File: src/rtl/otg_sess_pkg.sv
package otg_sess_pkg;

    localparam int DC_W      = 8;
    localparam int VB_W      = 2;
    localparam logic [VB_W-1:0] VB_VALID = '1;
    localparam logic [VB_W-1:0] VB_OFF   = '0;

    // Field order follows the bit positions software decodes (7 down to 0).
    typedef struct packed {
        logic            b_dev;    // 7
        logic            fs_dev;   // 6
        logic            ls_dev;   // 5
        logic [VB_W-1:0] vb_lvl;   // 4:3
        logic            host_md;  // 2
        logic            host_rq;  // 1
        logic            sess;     // 0
    } devctl_t;

    typedef struct packed {
        logic present;
        logic lowspd;
    } port_st_t;

    typedef struct packed {
        devctl_t dc;
        logic    vbus;
        logic    ev_conn;
        logic    ev_disc;
        logic    ev_sreq;
    } top_st_t;

endpackage

File: src/rtl/otg_port_track.sv
module otg_port_track
    import otg_sess_pkg::*;
(
    input  logic clk,
    input  logic rst_n,
    input  logic attach_i,
    input  logic detach_i,
    input  logic lowspeed_i,
    output logic present_q_o,
    output logic present_nx_o,
    output logic lowspd_nx_o,
    output logic replace_o,
    output logic disc_o
);

    port_st_t st_d, st_q;

    always_comb begin
        st_d = st_q;
        if (attach_i) begin
            st_d.present = 1'b1;
            st_d.lowspd  = lowspeed_i;
        end else if (detach_i) begin
            st_d.present = 1'b0;
        end
    end

    always_ff @(posedge clk or negedge rst_n) begin
        if (!rst_n) st_q <= '0;
        else        st_q <= st_d;
    end

    assign present_q_o  = st_q.present;
    assign present_nx_o = st_d.present;
    assign lowspd_nx_o  = st_d.lowspd;
    assign replace_o    = attach_i & st_q.present;
    assign disc_o       = st_q.present & (attach_i | detach_i);

endmodule

File: src/rtl/otg_detect_edge.sv
module otg_detect_edge (
    input  logic clk,
    input  logic rst_n,
    input  logic level_nx_i,
    input  logic restart_i,
    output logic rise_o,
    output logic fall_o
);

    logic prev_d, prev_q;

    always_comb begin
        prev_d = level_nx_i;
        rise_o = level_nx_i & (~prev_q | restart_i);
        fall_o = ~level_nx_i & prev_q;
    end

    always_ff @(posedge clk or negedge rst_n) begin
        if (!rst_n) prev_q <= 1'b0;
        else        prev_q <= prev_d;
    end

endmodule

File: src/rtl/otg_session_tracker.sv
module otg_session_tracker
    import otg_sess_pkg::*;
(
    input  logic            clk,
    input  logic            rst_n,
    input  logic            dev_attach_i,
    input  logic            dev_detach_i,
    input  logic            dev_lowspeed_i,
    input  logic            sw_wr_i,
    input  logic [DC_W-1:0] sw_wdata_i,
    output logic [DC_W-1:0] devctl_o,
    output logic            vbus_en_o,
    output logic            evt_connect_o,
    output logic            evt_disconnect_o,
    output logic            evt_sessreq_o
);

    top_st_t st_d, st_q;

    logic present_q, present_nx, lowspd_nx, replace, disc;
    logic sess_nx, rise, fall;

    otg_port_track u_port (
        .clk          (clk),
        .rst_n        (rst_n),
        .attach_i     (dev_attach_i),
        .detach_i     (dev_detach_i),
        .lowspeed_i   (dev_lowspeed_i),
        .present_q_o  (present_q),
        .present_nx_o (present_nx),
        .lowspd_nx_o  (lowspd_nx),
        .replace_o    (replace),
        .disc_o       (disc)
    );

    assign sess_nx = sw_wr_i ? sw_wdata_i[0] : st_q.dc.sess;

    otg_detect_edge u_edge (
        .clk        (clk),
        .rst_n      (rst_n),
        .level_nx_i (present_nx & sess_nx),
        .restart_i  (replace),
        .rise_o     (rise),
        .fall_o     (fall)
    );

    always_comb begin
        st_d = st_q;
        st_d.dc.sess = sess_nx;
        if (sw_wr_i) st_d.dc.host_rq = sw_wdata_i[1];
        st_d.ev_conn = rise;
        st_d.ev_disc = disc;
        st_d.ev_sreq = dev_attach_i;
        if (rise) begin
            st_d.dc.b_dev   = 1'b0;
            st_d.dc.host_md = 1'b1;
            st_d.dc.vb_lvl  = VB_VALID;
            st_d.dc.ls_dev  = lowspd_nx;
            st_d.dc.fs_dev  = ~lowspd_nx;
            st_d.vbus       = 1'b1;
        end else if (fall) begin
            st_d.dc.vb_lvl  = VB_OFF;
            st_d.vbus       = 1'b0;
        end
    end

    always_ff @(posedge clk or negedge rst_n) begin
        if (!rst_n) st_q <= '0;
        else        st_q <= st_d;
    end

    assign devctl_o         = st_q.dc;
    assign vbus_en_o        = st_q.vbus;
    assign evt_connect_o    = st_q.ev_conn;
    assign evt_disconnect_o = st_q.ev_disc;
    assign evt_sessreq_o    = st_q.ev_sreq;

endmodule

File: config.mk
export PLATFORM = sky130hd
export DESIGN_NAME = otg_session_tracker
export DESIGN_NICKNAME = d
export VERILOG_FILES = /design/src/rtl/otg_sess_pkg.sv /design/src/rtl/otg_port_track.sv /design/src/rtl/otg_detect_edge.sv /design/src/rtl/otg_session_tracker.sv
export SDC_FILE = /design/constraint.sdc
export NUM_CORES = 1
export LEC_CHECK = 0
export ABC_AREA = 1
export BUFFER_PORTS_ARGS = -buffer_cell sky130_fd_sc_hd__buf_2
export CELL_PAD_IN_SITES_DETAIL_PLACEMENT = 0
export CELL_PAD_IN_SITES_GLOBAL_PLACEMENT = 1
export CORE_MARGIN = 5
export CORE_UTILIZATION = 31
export CTS_CLUSTER_DIAMETER = 120
export DETAILED_ROUTE_END_ITERATION = 7
export GPL_ROUTABILITY_DRIVEN = 0
export PLACE_DENSITY = 0.82
export SLEW_MARGIN = 20
export SYNTH_ARGS = -nofsm -noshare
export SYNTH_HDL_FRONTEND = slang
export SYNTH_SLANG_ARGS = --single-unit
File: constraint.sdc
create_clock -name clk -period 2.1 [get_ports clk]
set_input_delay 0.42 -clock clk [delete_from_list [all_inputs] [get_ports clk]]
set_output_delay 0.42 -clock clk [all_outputs]
set_load 0.005 [all_outputs]
==> metrics.cfg <==
[routing]
drc_errors=0
routed_wl_um=809
vias=349
routedWlPerCell_um=9.63
ant_nets=0
drtIter0Drc=4
first_pass_iters=4
vias_per_cell=4.15

[status]
outcome=finished clean

[critical_path]
rrSetupSlack_ps=1180
crit_buf_inv=1
cp_cell_sequence=buf_2
r2r_start=u_port.present_q_o
arrival_ps=790
criticalPathCategory=reg2out
critPathTopFamily=flip-flops
worst_path_max_delay_cell=dfrtp_1
cp-start-kind=flop
path_max_fanout=4
r2r-end=devctl_o[5]
reg2regPathDepth=6
endpoint_kind=output port
slowest_delay_ps=400
cp.required_ps=1680

[timing]
period_minus_slack_ps=1210
fmax_mhz=828
setup_ws_ps=892
slew_violations=0
setup_viol=0
final-hold-violation-count=0
fin_skew_ps=2.27
min_period_over_period_pct=57.5
hold_slack_ps=21.1
rsz0062_at_grt=no
fin_setup_tns_ps=0

[logic_synthesis]
syn_nets=64
yosys_warnings=0
synth_area_leader_cell=dfrtp_1
syn_area_um2=487
yosys_register_bits=12
synth_top_area_share_pct=61.7
seq_area_frac_synth_pct=61.7
avgSynthCellArea_um2=9.73
ys_types=10
syn_inst=50
synth_top_cells_by_area=dfrtp_1 62%, nand2_1 15%, inv_1 5.4%

[floorplan]
chipHeight_um=49.6
ios=26
core_area_mm2=0.00151
die-area_mm2=0.00246
rows=14
die_w_um=49.6
initial_core_util_pct=32.3

[final_layout]
fin_nets=84
drive_above_1_share_pct=41.2
final_cells=84
fin_area_um2=597
diodes=0
area_delta_synth_final_pct=22.6
fin_util_pct=39.6

[cts]
post-cts-setup-buffers=0
cts_buffers=3
root_buffer=clkbuf_4
clk_path_buf_depth=2
htree_levels=1
cts_sinks=12
hold_buffers=0
cts_tree=done
clock_latency_ps=260
cts_resized=0
clk_pin_slew_ps=60

[power]
p_leak_nw=0.354
power.density_mw_per_mm2=820
ir_worst_vdd_uv=280
finalPower_uw=490

[global_routing]
grt_use_total_pct=7.71
overflow=0
grt_pass1_wl_um=1450
antenna_found_initial=0
first_global_vias=363
grt_start_max_net_pins=13

[hold_path]
hp-class=in2async

[placed_design]
portBuffers=18
placed_cells=81
dp_hpwl_um=656
dpl_worst_slack_ps=984
postPlaceCellArea_um2=574

[run]
cap_violations=0

[cells in the mapped netlist]
library cell / number
buf_4: 3
conb_1: 1
inv_1: 7
nand3_4: 1
nand2_1: 19
inv_2: 1
nand2_2: 4
o21ai_1: 1
dfrtp_1: 12
nand2_4: 1
[layer usage]
| metal | wire (um) | vias to the layer above | part of all wire [%] | track usage (%) |
|---|---|---|---|---|
| li1 | - | 178 | - | - |
| met1 | 318 | 154 | 39 | 8.07 |
| met2 | 399 | 17 | 49 | 12.1 |
| met3 | 91 | 0 | 11 | 3.61 |
| met4 | 0 | 0 | 0 | 5.24 |
| met5 | 0 | - | 0 | 0 |
[kinds of logic after synthesis]
logic type | share of synthesized area [%]
flip-flops | 61.7
buffers and inverters | 10.8
AO/OA/AOI/OAI | 1.03
other | 0.770
AND/OR/NAND/NOR | 25.7
[worst max-delay path by stage]
| stage | end | cells past startpoint | from | slack, ps |
|---|---|---|---|---|
| global route | devctl_o[4] | 1 | devctl_o[3] | 840 |
| detailed placement | devctl_o[5] | 7 | sw_wr_i | 980 |
| finish | vbus_en_o | 1 | devctl_o[3] | 890 |
| floorplan | devctl_o[3] | 1 | devctl_o[3] | 1150 |
| CTS | vbus_en_o | 1 | devctl_o[3] | 870 |
| global placement | devctl_o[5] | 7 | sw_wr_i | 1010 |
[worst reg2reg max path, delay by kind of cell, from the launching register on]
kind | cells | cell delay, ps
DFF | 1 | 390
and+or+nand+nor | 5 | 390
buffers and inverters | 1 | 50
[state kept, by name (all words and copies together) (netlist names)]
name,count
evt_connect_o,1
evt_sessreq_o,1
u_port.st_q,1
u_edge.prev_q,1
evt_disconnect_o,1
u_port.present_q_o,1
devctl_o,6
[cell usage in the layout, fill, tap and decap left out]
cell	count
nand2_2	4
nand2_1	19
clkbuf_4	3
inv_1	7
inv_2	1
dfrtp_1	12
o21ai_1	1
conb_1	1
nand3_4	1
buf_2	18
nand2_4	1
[layout make-up]
class,count,area (um2)
fill,155,910
inverter,8,30.0
multi-input combinational,27,134
sequential,12,300
clock buffer,3,22.5
tap,16,20.0
timing repair buffer,18,90.1
[power by group]
| part | switching (mW) | internal [mW] |
|---|---|---|
| Clock | 0.0630 | 0.0661 |
| Sequential | 0.0129 | 0.257 |
| Combinational | 0.0488 | 0.0416 |
| Total | 0.125 | 0.365 |
Note: power is estimated with default switching activity, not from simulation.
